[src/rtl/rw_pkg.sv]
package rw_pkg;
  typedef enum logic {
    WR_ROUND  = 1'b0,
    WR_WINDOW = 1'b1
  } wr_tgt_e;
endpackage

[src/rtl/rw_regfile.sv]
module rw_regfile #(
  parameter int W     = 32,
  parameter int DEPTH = 16,
  parameter int AW    = $clog2(DEPTH)
) (
  input  logic          clk_i,
  input  logic          rst_ni,
  input  logic          we_i,
  input  logic [AW-1:0] waddr_i,
  input  logic [W-1:0]  wdata_i,
  input  logic [AW-1:0] raddr_i,
  output logic [W-1:0]  rdata_o
);
  logic [DEPTH-1:0][W-1:0] mem_q;

  for (genvar i = 0; i < DEPTH; i++) begin : g_entry
    always_ff @(posedge clk_i or negedge rst_ni) begin
      if (!rst_ni)                                 mem_q[i] <= '0;
      else if (we_i && (waddr_i == AW'(i)))        mem_q[i] <= wdata_i;
    end
  end

  // read returns pre-write contents in the writing cycle
  assign rdata_o = mem_q[raddr_i];


  wr_lands_chk: assert property (@(posedge clk_i) disable iff (!rst_ni)
    we_i |=> mem_q[$past(waddr_i)] == $past(wdata_i));


  idle_hold_chk: assert property (@(posedge clk_i) disable iff (!rst_ni)
    !we_i |=> $stable(mem_q));
endmodule

[src/rtl/rw_add_stage.sv]
module rw_add_stage #(
  parameter int W         = 32,
  parameter int SH_W      = 5,
  parameter int MAX_SHIFT = 16
) (
  input  logic            clk_i,
  input  logic            rst_ni,
  input  logic [W-1:0]    data_i,
  input  logic [W-1:0]    rnd_i,
  input  logic [SH_W-1:0] pos_i,
  output logic [W-1:0]    sum_o,
  output logic [SH_W-1:0] shift_o
);
  localparam logic [SH_W-1:0] SH_MAX = SH_W'(MAX_SHIFT);

  always_ff @(posedge clk_i or negedge rst_ni) begin
    if (!rst_ni) begin
      sum_o   <= '0;
      shift_o <= '0;
    end else begin
      sum_o   <= data_i + rnd_i;
      shift_o <= (pos_i > SH_MAX) ? SH_MAX : pos_i;
    end
  end


  shift_cap_chk: assert property (@(posedge clk_i) disable iff (!rst_ni)
    shift_o <= SH_MAX);
endmodule

[src/rtl/rw_window_stage.sv]
module rw_window_stage #(
  parameter int IN_W  = 32,
  parameter int OUT_W = 16,
  parameter int SH_W  = 5
) (
  input  logic             clk_i,
  input  logic             rst_ni,
  input  logic [IN_W-1:0]  sum_i,
  input  logic [SH_W-1:0]  shift_i,
  output logic [OUT_W-1:0] data_o
);
  localparam int NPOS = IN_W - OUT_W + 1;

  logic [OUT_W-1:0] cand [NPOS];

  for (genvar s = 0; s < NPOS; s++) begin : g_pos
    assign cand[s] = sum_i[s +: OUT_W];
  end

  always_ff @(posedge clk_i or negedge rst_ni) begin
    if (!rst_ni) data_o <= '0;
    else         data_o <= cand[shift_i];
  end
endmodule

[src/rtl/rnd_win.sv]
module rnd_win #(
  parameter int DATA_W = 32,
  parameter int OUT_W  = 16,
  parameter int NREG   = 16,
  parameter int AW     = $clog2(NREG),
  parameter int MAX_SHIFT = DATA_W - OUT_W,
  parameter int SH_W   = $clog2(MAX_SHIFT + 1)
) (
  input  logic              clk_i,
  input  logic              rst_ni,
  input  logic [DATA_W-1:0] data_i,
  input  logic [AW-1:0]     sel_i,
  input  logic              wr_en_i,
  input  logic              wr_tgt_i,
  input  logic [AW-1:0]     wr_addr_i,
  input  logic [DATA_W-1:0] wr_data_i,
  output logic [OUT_W-1:0]  data_o
);
  import rw_pkg::*;

  logic              we_rnd, we_pos;
  logic [DATA_W-1:0] rnd_rd;
  logic [SH_W-1:0]   pos_rd;
  logic [DATA_W-1:0] sum_w;
  logic [SH_W-1:0]   shift_w;
  logic              warm_q;

  assign we_rnd = wr_en_i && (wr_tgt_e'(wr_tgt_i) == WR_ROUND);
  assign we_pos = wr_en_i && (wr_tgt_e'(wr_tgt_i) == WR_WINDOW);

  rw_regfile #(.W(DATA_W), .DEPTH(NREG), .AW(AW)) u_rnd_rf (
    .clk_i, .rst_ni,
    .we_i(we_rnd), .waddr_i(wr_addr_i), .wdata_i(wr_data_i),
    .raddr_i(sel_i), .rdata_o(rnd_rd)
  );

  rw_regfile #(.W(SH_W), .DEPTH(NREG), .AW(AW)) u_pos_rf (
    .clk_i, .rst_ni,
    .we_i(we_pos), .waddr_i(wr_addr_i), .wdata_i(wr_data_i[SH_W-1:0]),
    .raddr_i(sel_i), .rdata_o(pos_rd)
  );

  rw_add_stage #(.W(DATA_W), .SH_W(SH_W), .MAX_SHIFT(MAX_SHIFT)) u_add (
    .clk_i, .rst_ni,
    .data_i, .rnd_i(rnd_rd), .pos_i(pos_rd),
    .sum_o(sum_w), .shift_o(shift_w)
  );

  rw_window_stage #(.IN_W(DATA_W), .OUT_W(OUT_W), .SH_W(SH_W)) u_win (
    .clk_i, .rst_ni,
    .sum_i(sum_w), .shift_i(shift_w), .data_o
  );

  always_ff @(posedge clk_i or negedge rst_ni) begin
    if (!rst_ni) warm_q <= 1'b0;
    else         warm_q <= 1'b1;
  end


  sum_track_chk: assert property (@(posedge clk_i) disable iff (!rst_ni)
    warm_q |-> sum_w == DATA_W'($past(data_i) + $past(rnd_rd)));


  out_track_chk: assert property (@(posedge clk_i) disable iff (!rst_ni)
    warm_q |-> data_o == OUT_W'($past(sum_w) >> $past(shift_w)));


  rst_out_chk: assert property (@(posedge clk_i)
    !rst_ni |-> data_o == '0);
endmodule

[config.mk]
export PLATFORM = sky130hd
export DESIGN_NAME = rnd_win
export DESIGN_NICKNAME = d
export VERILOG_FILES = /design/src/rtl/rw_pkg.sv /design/src/rtl/rw_regfile.sv /design/src/rtl/rw_add_stage.sv /design/src/rtl/rw_window_stage.sv /design/src/rtl/rnd_win.sv
export SDC_FILE = /design/constraint.sdc
export NUM_CORES = 1
export LEC_CHECK = 0
export BUFFER_PORTS_ARGS = -buffer_cell sky130_fd_sc_hd__buf_2
export CAP_MARGIN = 20
export CORE_ASPECT_RATIO = 1.5
export CORE_UTILIZATION = 63
export DETAILED_ROUTE_END_ITERATION = 6
export PLACE_DENSITY = 0.84
export SYNTH_ARGS = -nofsm -noshare
export SYNTH_HDL_FRONTEND = slang
export SYNTH_SLANG_ARGS = --single-unit
[constraint.sdc]
create_clock -name clk_i -period 3.8 [get_ports clk_i]
set_clock_uncertainty 0.1 [all_clocks]
set_input_delay 0.38 -clock clk_i [delete_from_list [all_inputs] [get_ports clk_i]]
set_output_delay 0.38 -clock clk_i [all_outputs]
set_load 0.05 [all_outputs]
==> impl_metrics.toml, run 1 <==
[yosys]
ys_ff_latch = 645
synth_top_area_share_pct = 52.7
synth.area.top_cells = "dfrtp_1, mux2_2, mux4_2, ha_1, mux2_1"
syn_area_per_cell_um2 = 15.1
ys_types = 59
syn_nets = 2134
syn_inst = 2026
yosysTopAreaCell = "dfrtp_1"
synth_edf_count = 0
syn_area_mm2 = 0.0306
yosysSeqAreaShare_pct = 52.7
synth_most_common_cell = "dfrtp_1"
ys.flop_type = "dfrtp_1"
yosys_warnings = 0
async_flop_share_pct = 100
ys_top_cells_by_count = "dfrtp_1, mux2_2, mux4_2, nand2_1, clkbuf_1"

[cts]
postCtsHoldBufs = 3
h-tree-depth = 2
numCtsBuffers = 58
clock_latency_ns = 0.62
cts.sinks = 645
clockRootBuffer = "clkbuf_16"
ctsResizeCount = 0
clk_pin_slew_ns = 0.07
post_cts_buffers = 0
cts_tree = "done"
cts_buffer_depth = 3

[grt]
grt_pass1_wl_um = 116000
grt_use_total_pct = 30.9
grt_pass1_vias = 20000
grt_overflow = 0
antenna_found_initial = 4
grt_start_max_net_pins = 119

[pwr]
switching_share_pct = 28.7
p_leak_nw = 15.7
p_switching_mw = 6.03
p_comb_share_pct = 25.1
pwr-share-seq_pct = 44.1
ir_worst_vdd_uv = 360
clkPwrFrac_pct = 30.8
p_per_area_mw_per_mm2 = 608
intPower_mw = 15.0
p_total_mw = 21.0

[outcome]
status = "complete, no violations"

[timing]
finalHoldViolations = 0
finalMaxSlewViolations = 0
grt_setup_unrepaired = "false"
hold_ws_ns = 0.0783
fin_crit_sh_pct = 96.1
setup_violations = 0
layout_min_cycle_time_ns = 3.65
tightestPinTransition_ns = 1.03
fmax_mhz = 274
relSlewSlack_pct = 31.1

[critical_path]
rr_worst_depth = 13
critical_path.slowest_cell = "mux4_2"
crit_chain = "mux4_2, mux4_2, ha_4, inv_2, fa_2, inv_1, a21o_1, a221o_1, a31oi_4, o211ai_4, a211o_1, a21oi_2, xnor2_1"
crit_type = "register to register"
cp_data_arrival_time_ns = 4.10
max_stage_delay_ns = 0.58
startpoint_type = "register"
crit_cells = 13
required_ns = 4.24
crit_path_max_fanout = 4
crit_buf_inv = 2
crit_top_cell = "mux4_2"
crit_family = "compound AO/OA/AOI/OAI gates"
cp-end-kind = "register"

[die]
dieWidth_um = 182
initial_utilization_pct = 64.0
core_mm2 = 0.0478
core.rowCount = 98
design.die.area_mm2 = 0.0495
ios = 92
fp.dieH_um = 272

[final_layout]
final_core_util_pct = 72.3
final_area_mm2 = 0.0346
nFillCells = 2884
layout-drive-gt1-share_pct = 50.3
syn2layout_area_growth_pct = 12.9
final_cells = 2803
nets = 2260

[route]
drc = 0
vias = 18300
first_pass_iters = 5
vias_per_cell = 6.53
wl_per_cell_um = 26.1
finalWirelength_um = 73200
ant_nets = 0
first_iter_violations = 1267

[placement]
place_inst = 2688
dpl-instance-area_mm2 = 0.0324
dp_hpwl_um = 46000
io_buffer_count = 91
gp_congestion = 0.972

[job]
maxCapViolCount = 0

[min_path]
whs_path_depth = 3
hold_class = "input pin to register"
[layout by cell type (no fill, tap or decap), drive strengths merged, types with 7 or more instances in the layout]
cell    count
xnor2      19
a211oi      8
o211ai     11
buf       218
a31oi       8
inv        14
mux4      186
nand2      77
clkinv      8
nor2b      14
bufinv     12
nor3        9
a21o       13
clkbuf     85
nand3      17
o21ai      39
a21oi      51
nand2b      7
ha         31
dfrtp     645
mux2i      27
mux2      602
xor2       11
nor2       44
[metrics by stage]
step                      setup WS (ns)  TNS [ns]
final                             0.147         0
after global routing             0.0266         0
after CTS                         0.146         0
after detailed placement         -0.120    -0.523
after global placement           -0.109    -0.384
after floorplan                  -0.162    -0.341
[power groups by stage]
stage,Combinational (mW),Clock [mW],Sequential [mW]
after CTS,5.30,6.56,9.24
after detailed placement,5.24,0,9.33
after global routing,5.71,6.83,9.41
final,5.29,6.47,9.27
after global placement,5.07,0,9.20
after floorplan,3.59,0,9.26
[final timing paths]
check,from,end,slack (ns)
max in group asynchronous,rst_ni,u_rnd_rf.mem_q[384]$_DFFE_PN0P_,2.21
worst min-delay path,data_i[30],u_add.sum_o[30]$_DFF_PN0_,0.08
worst max-delay path,u_rnd_rf.mem_q[384]$_DFFE_PN0P_,u_add.sum_o[24]$_DFF_PN0_,0.15
worst max register to register,u_rnd_rf.mem_q[384]$_DFFE_PN0P_,u_add.sum_o[24]$_DFF_PN0_,0.15
worst min register to register,u_rnd_rf.mem_q[376]$_DFFE_PN0P_,u_rnd_rf.mem_q[376]$_DFFE_PN0P_,0.38
min in group asynchronous,rst_ni,u_rnd_rf.mem_q[209]$_DFFE_PN0P_,0.25
[routing by layer]
layer	global-route usage (%)	wire length [um]	vias up
met4	11.1	2340	4
met1	39.6	29200	9843
met3	3.96	2990	166
met5	0	28	-
met2	54.1	38700	474
li1	-	-	7812
[worst reg2reg max path: stages (launching register included)]
cell and delay, ns:
dfrtp_1 0.40, mux4_2 0.47, mux4_2 0.58, ha_4 0.21, inv_2 0.05, fa_2 0.19, inv_1 0.04, a21o_1 0.18
a221o_1 0.40, a31oi_4 0.27, o211ai_4 0.13, a211o_1 0.33, a21oi_2 0.14, xnor2_1 0.13
[sequential cells by signal, indices dropped and copies added, names as in the netlist]
register,flops
u_pos_rf.mem_q,80
u_add.sum_o,32
u_win.data_o,16
u_add.shift_o,5
u_rnd_rf.mem_q,512
[kinds of logic (layout without fill, tap and decap cells)]
kind of cell | Yosys count | count (layout) | synth area share (%)
buffers and inverters | 168 | 342 | 2.41
adders and majority gates | 32 | 32 | 1.33
xor gates and xnor gates | 30 | 30 | 0.858
other | 0 | 3 | 0
DFF | 645 | 645 | 52.7
and+or+nand+nor | 187 | 187 | 2.80
muxes | 815 | 815 | 36.7
AOI/OAI and AO/OA | 149 | 149 | 3.20
[cell type report]
class,count,area [um^2],area share (%)
flip-flops and latches,645,16100,46.7
multi-input cells,1213,13800,40.0
clock buffers,85,1670,4.84
repair buffers,221,1670,4.82
well taps,600,751,2.17
clock inverters,23,454,1.31
inverters,13,48.8,0.141
diodes,3,7.51,0.0217
Note: power is estimated with default switching activity, not from simulation.
==> run 2: changes to the inputs <==
--- a/config.mk
+++ b/config.mk
@@ -8,9 +8,9 @@
 export BUFFER_PORTS_ARGS = -buffer_cell sky130_fd_sc_hd__buf_2
 export CAP_MARGIN = 20
 export CORE_ASPECT_RATIO = 1.5
-export CORE_UTILIZATION = 63
+export CORE_UTILIZATION = 32
 export DETAILED_ROUTE_END_ITERATION = 6
-export PLACE_DENSITY = 0.84
+export PLACE_DENSITY_LB_ADDON = 0.05
 export SYNTH_ARGS = -nofsm -noshare
 export SYNTH_HDL_FRONTEND = slang
 export SYNTH_SLANG_ARGS = --single-unit
==> run 2 against run 1 <==
Wire length rose by 21%. Combinational power is 2% higher. Global-route usage shrank 12 points. Non-clock buffer count rose by 33. Maximum frequency grew 1.5%. Sequential share of layout area is 1.9 points lower. Critical path type unchanged. First-iteration DRC count fell by 42%.
==> impl_metrics.toml, run 2 (synthesized netlist as in run 1, its figures left out) <==
[grt]
grt_start_max_net_pins = 83
antenna_found_initial = 13
grt_overflow = 0
grt_use_total_pct = 18.9
grt_pass1_wl_um = 135000
grt_pass1_vias = 20200

[final_layout]
nets = 2306
layout_common_cells = "dfrtp_1, mux2_2, mux4_2"
syn2layout_area_growth_pct = 17.6
layout-drive-gt1-share_pct = 51.4
top_regs = "u_rnd_rf.mem_q (512), u_pos_rf.mem_q (80), u_add.sum_o (32)"
final_area_mm2 = 0.0360
largest_reg_flops = 512
final_common_cell = "dfrtp_1"
final_core_util_pct = 38.1
largest_register = "u_rnd_rf.mem_q"

[die]
core.rowCount = 138
fp.dieH_um = 381
design.die.area_mm2 = 0.0970
core_mm2 = 0.0946
dieWidth_um = 255
ios = 92
initial_utilization_pct = 32.4

[placement]
io_buffer_count = 91
dp_hpwl_um = 56500
gp_congestion = 0.816
dp_worst_setup_slack_ns = -0.268
dpl-instance-area_mm2 = 0.0337

[min_path]
hold_class = "input pin to register"

[cts]
h-tree-depth = 3
cts_tree = "done"
numCtsBuffers = 71
ctsResizeCount = 0
clk_pin_slew_ns = 0.06
cts_buffer_depth = 3
clock_latency_ns = 0.64
clockRootBuffer = "clkbuf_16"
cts.sinks = 645

[outcome]
status = "complete, no violations"

[timing]
grt_setup_unrepaired = "false"
setup_violations = 0
relSlewSlack_pct = 42.7
finalHoldViolations = 0
fin_ws_ns = 0.201
hold_ws_ns = 0.0611
finalMaxSlewViolations = 0
fmax_mhz = 278
setup_tns_ns = 0
tightestPinTransition_ns = 0.852
layout_min_cycle_time_ns = 3.60
fin_crit_sh_pct = 94.7

[critical_path]
cp_data_arrival_time_ns = 4.05
crit_path_max_fanout = 5
crit_top_cell = "mux4_2"
critical_path.slowest_cell = "mux4_2"
max_stage_delay_ns = 0.57
crit_chain = "mux4_2, mux4_2, ha_4, inv_2, fa_2, inv_1, a21o_1, a221o_1, a31oi_4, o211ai_4, a211o_1, a21oi_2, xnor2_1"
startpoint = "u_rnd_rf.mem_q[480]$_DFFE_PN0P_"
endpoint = "u_add.sum_o[24]$_DFF_PN0_"
rrSetupSlack_ns = 0.20
crit_type = "register to register"
startpoint_type = "register"
required_ns = 4.26
rr_worst_depth = 13
cp-end-kind = "register"
reg2reg_to = "u_add.sum_o[24]$_DFF_PN0_"
timing.rr.start = "u_rnd_rf.mem_q[480]$_DFFE_PN0P_"

[pwr]
p_leak_nw = 16.0
ir_worst_vdd_uv = 289
p_per_area_mw_per_mm2 = 599

[job]
maxCapViolCount = 0

[route]
drc = 0
vias = 18200
finalWirelength_um = 88700
first_iter_violations = 729
vias_per_cell = 5.18
ant_nets = 0
first_pass_iters = 5
wl_per_cell_um = 25.3
## run 2: worst max-delay path, delay by kind of cell (launching register included)
kind | cells | cell delay [ns]
multiplexers | 2 | 1.05
buffers and inverters | 2 | 0.08
XOR/XNOR | 1 | 0.12
adder cells (fa/ha/maj) | 2 | 0.38
flip-flops | 1 | 0.37
AO/OA/AOI/OAI | 6 | 1.39
## run 2: how the worst min path moves through the flow
| stage | startpoint | slack, ns | endpoint | cells past startpoint |
|---|---|---|---|---|
| floorplan | rst_ni | -0.02 | u_add.shift_o[0]$_DFF_PN0_ | 0 |
| global placement | rst_ni | 0.28 | u_rnd_rf.mem_q[114]$_DFFE_PN0P_ | 1 |
| detailed placement | rst_ni | 0.29 | u_rnd_rf.mem_q[18]$_DFFE_PN0P_ | 1 |
| CTS | data_i[2] | 0.0009 | u_add.sum_o[2]$_DFF_PN0_ | 3 |
| global route | data_i[2] | 0.06 | u_add.sum_o[2]$_DFF_PN0_ | 3 |
| finish | data_i[2] | 0.06 | u_add.sum_o[2]$_DFF_PN0_ | 3 |
## run 2: layer usage
metal	track usage, %	wire, um	vias to the layer above	part of all wire (%)
met4	5.17	1750	12	2.0
li1	-	-	7908	-
met5	0	83	-	0.094
met3	2.81	3210	112	3.6
met1	25.2	39400	9850	44
met2	31.8	44300	309	50
## run 2: repair_timing
item,4_1_cts,5_1_grt
buffers inserted,0,0
setup endpoints to repair,0,1
hold buffers,2,0
hold endpoints to repair,57,0
## run 2: cell type report
class	count	area [um^2]
Inverter	13	48.8
Sequential cell	645	16100
Clock buffer	100	2020
Fill cell	8981	58600
Multi-Input combinational cell	1213	13800
Tap cell	1260	1580
Timing Repair Buffer	254	2110
Clock inverter	24	273
Antenna cell	3	7.51
## run 2: stage by stage
| step | instances | total power, mW |
|---|---|---|
| 4_1_cts | 3509 | 21.9 |
| 3_3_place_gp | 3383 | 14.7 |
| 6_report | 3512 | 21.6 |
| 5_1_grt | 3509 | 22.8 |
| 3_5_place_dp | 3383 | 14.8 |
| 2_1_floorplan | 2026 | 12.8 |
## run 2: power breakdown
group / total, mW / switching (mW) / internal [mW] / leakage, nW
Sequential: 9.25 / 0.872 / 8.38 / 8.20
Clock: 6.94 / 2.89 / 4.04 / 1.13
Combinational: 5.39 / 2.55 / 2.83 / 6.70
==> run 3: changes to the inputs <==
--- a/config.mk
+++ b/config.mk
@@ -5,6 +5,7 @@
 export SDC_FILE = /design/constraint.sdc
 export NUM_CORES = 1
 export LEC_CHECK = 0
+export ABC_AREA = 1
 export BUFFER_PORTS_ARGS = -buffer_cell sky130_fd_sc_hd__buf_2
 export CAP_MARGIN = 20
 export CORE_ASPECT_RATIO = 1.5
==> run 3 against run 2 <==
Maximum frequency is 20% higher. Highest routed layer is now met4. Die area barely moved. Critical endpoint is now u_add.sum_o[31]$_DFF_PN0_. Area after synthesis is essentially flat. Synthesized cell count grew 85%.
==> impl_metrics.toml, run 3 <==
[final_layout]
layout_common_cells = "nand2_1, o21ai_0, dfrtp_1"
largest_register = "u_rnd_rf.mem_q"
final_common_cell = "nand2_1"
layout-drive-gt1-share_pct = 8.10
top_regs = "u_rnd_rf.mem_q (512), u_pos_rf.mem_q (80), u_add.sum_o (32)"
largest_reg_flops = 512
nets = 3828
n_antenna_cell = 0
syn2layout_area_growth_pct = 13.7
nFillCells = 10100

[outcome]
status = "complete, no violations"

[die]
dieWidth_um = 255
design.die.area_mm2 = 0.0971
core_mm2 = 0.0946
fp.dieH_um = 381
core.rowCount = 138
initial_utilization_pct = 32.4
ios = 92

[yosys]
synth_xor_area_share_pct = 0.486
yosysTopAreaCell = "dfrtp_1"
synth.area.top_cells = "dfrtp_1, o21ai_0, nand2_1, nor2_1, clkbuf_1"
ys.flop_type = "dfrtp_1"
yosysSeqAreaShare_pct = 52.7
ys_types = 38
synth_simple_gate_area_share_pct = 18.8
synth.mux.area_fraction_pct = 0.0980
async_flop_share_pct = 100
synth_top_family_by_area = "compound AO/OA/AOI/OAI gates"
syn_area_per_cell_um2 = 8.16
ys_top_cells_by_count = "nand2_1, o21ai_0, dfrtp_1, nor2_1, clkbuf_1"
ys_ff_latch = 645
synth_most_common_cell = "nand2_1"
synth_edf_count = 0
syn_area_mm2 = 0.0307
synth_top_area_share_pct = 52.7
synth_compound_area_share_pct = 20.9
synthAdderAreaFrac_pct = 1.33
syn_inst = 3755
yosys_warnings = 0
syn_nets = 3863

[cts]
cts.sinks = 645
h-tree-depth = 3
cts_buffer_depth = 3
clock_latency_ns = 0.65
cts_tree = "done"
clk_pin_slew_ns = 0.06
post_cts_buffers = 0
numCtsBuffers = 71
clockRootBuffer = "clkbuf_16"

[critical_path]
rr_worst_depth = 14
cp-end-kind = "register"
crit_type = "input pin to register"
startpoint = "sel_i[0]"
startpoint_type = "input pin"
crit_path_max_fanout = 59
timing.rr.start = "u_rnd_rf.mem_q[38]$_DFFE_PN0P_"
required_ns = 4.22
cp_data_arrival_time_ns = 3.43

[timing]
finalHoldViolations = 0
setup_tns_ns = 0
tightestPinTransition_ns = 1.07
finalMaxSlewViolations = 0
setup_violations = 0
fmax_mhz = 333
grt_setup_unrepaired = "false"
relSlewSlack_pct = 28.5
layout_min_cycle_time_ns = 3.01
fin_crit_sh_pct = 79.1

[route]
wl_per_cell_um = 21.9
vias = 25900
ant_nets = 0
finalWirelength_um = 110000
vias_per_cell = 5.16
first_iter_violations = 1949
first_pass_iters = 6
drc = 0

[min_path]
whs_path_depth = 3
hold_class = "input pin to register"
hp-start = "data_i[10]"

[grt]
use_met3_pct = 2.76
grt_use_met1_pct = 29.8
gr-usage-met2_pct = 40.5
grt_pass1_vias = 26500
top_usage_layer = "met2"
grt_overflow = 0
grt_use_total_pct = 23.2
antenna_found_initial = 0
grt_pass1_wl_um = 170000
grt_start_max_net_pins = 134

[pwr]
p_per_area_mw_per_mm2 = 562
intPower_mw = 13.5
p_leak_nw = 16.2
switching_share_pct = 31.2
p_total_mw = 19.6
p_switching_mw = 6.12
pwr-share-seq_pct = 45.6
p_comb_share_pct = 18.9
ir_worst_vdd_uv = 291
clkPwrFrac_pct = 35.5

[placement]
gp_congestion = 0.915
io_buffer_count = 91
dp_hpwl_um = 66200

[job]
maxCapViolCount = 0
-- run 3: repair_timing --
action | 4_1_cts | 5_1_grt
hold endpoints to repair | 59 | 0
resized for setup | 0 | 0
hold buffers | 2 | 0
-- run 3: cells by family after synthesis --
group,after synthesis
xor+xnor,17
simple gates,1479
mux,3
buf+inv,415
compound gates,1164
fa+ha+maj,32
flops,645
-- run 3: final timing paths --
path                       slack, ns                         endpoint
min reg2reg                     0.38   u_pos_rf.mem_q[34]$_DFFE_PN0P_
max                             0.79        u_add.sum_o[31]$_DFF_PN0_
min                             0.06        u_add.sum_o[10]$_DFF_PN0_
max in group asynchronous       2.25   u_rnd_rf.mem_q[10]$_DFFE_PN0P_
min in group asynchronous       0.19  u_rnd_rf.mem_q[259]$_DFFE_PN0P_
max reg2reg                     0.87        u_add.sum_o[19]$_DFF_PN0_
-- run 3: layout make-up --
class                      count  area, um^2  area share [%]
sequential                   645       16100            46.3
inverter                     134         518            1.49
clock buffer                  99        2070            5.93
timing repair buffer         173        1480            4.24
clock inverter                19         194           0.556
tap                         1260        1580            4.52
multi-input combinational   2695       12900            37.0
-- run 3: per-layer routing --
| layer | up-vias | part of all wire [%] |
|---|---|---|
| li1 | 12500 | - |
| met1 | 12700 | 45 |
| met2 | 504 | 50 |
| met3 | 155 | 3.3 |
| met4 | 0 | 2.6 |
| met5 | - | 0 |
-- run 3: worst max-delay path, stage by stage --
cell and delay, ns:
buf_8 0.12, buf_12 0.28, buf_4 0.45, o21ai_0 0.20, o22ai_1 0.24, o211ai_1 0.11, nand2_1 0.22, ha_1 0.31
inv_1 0.12, o21ai_0 0.12, a21boi_0 0.26, nand2_1 0.15, a21oi_1 0.20, nand2_1 0.10, nand3_1 0.07, nand2_1 0.06
-- run 3: power by group through the flow --
stage	combinational, mW	clock [mW]	sequential, mW
finish	3.70	6.95	8.92
global route	4.26	7.41	9.08
CTS	3.74	7.17	8.92
detailed placement	3.74	0	9.03
global placement	3.71	0	9.04
floorplan	2.37	0	9.01
-- run 3: through the flow --
step                std cells  hold WS (ns)  cell area [um^2]  utilization, %  setup slack (ns)
CTS                      5023        0.0161             34800            36.8             0.829
detailed placement       4903         0.270             32500            34.4             0.162
finish                   5025        0.0649             34900            36.8             0.794
global route             5025        0.0519             34900            36.8             0.588
global placement         4902         0.267             32500            34.3             0.119
floorplan                3755       -0.0156             30700               -             0.740
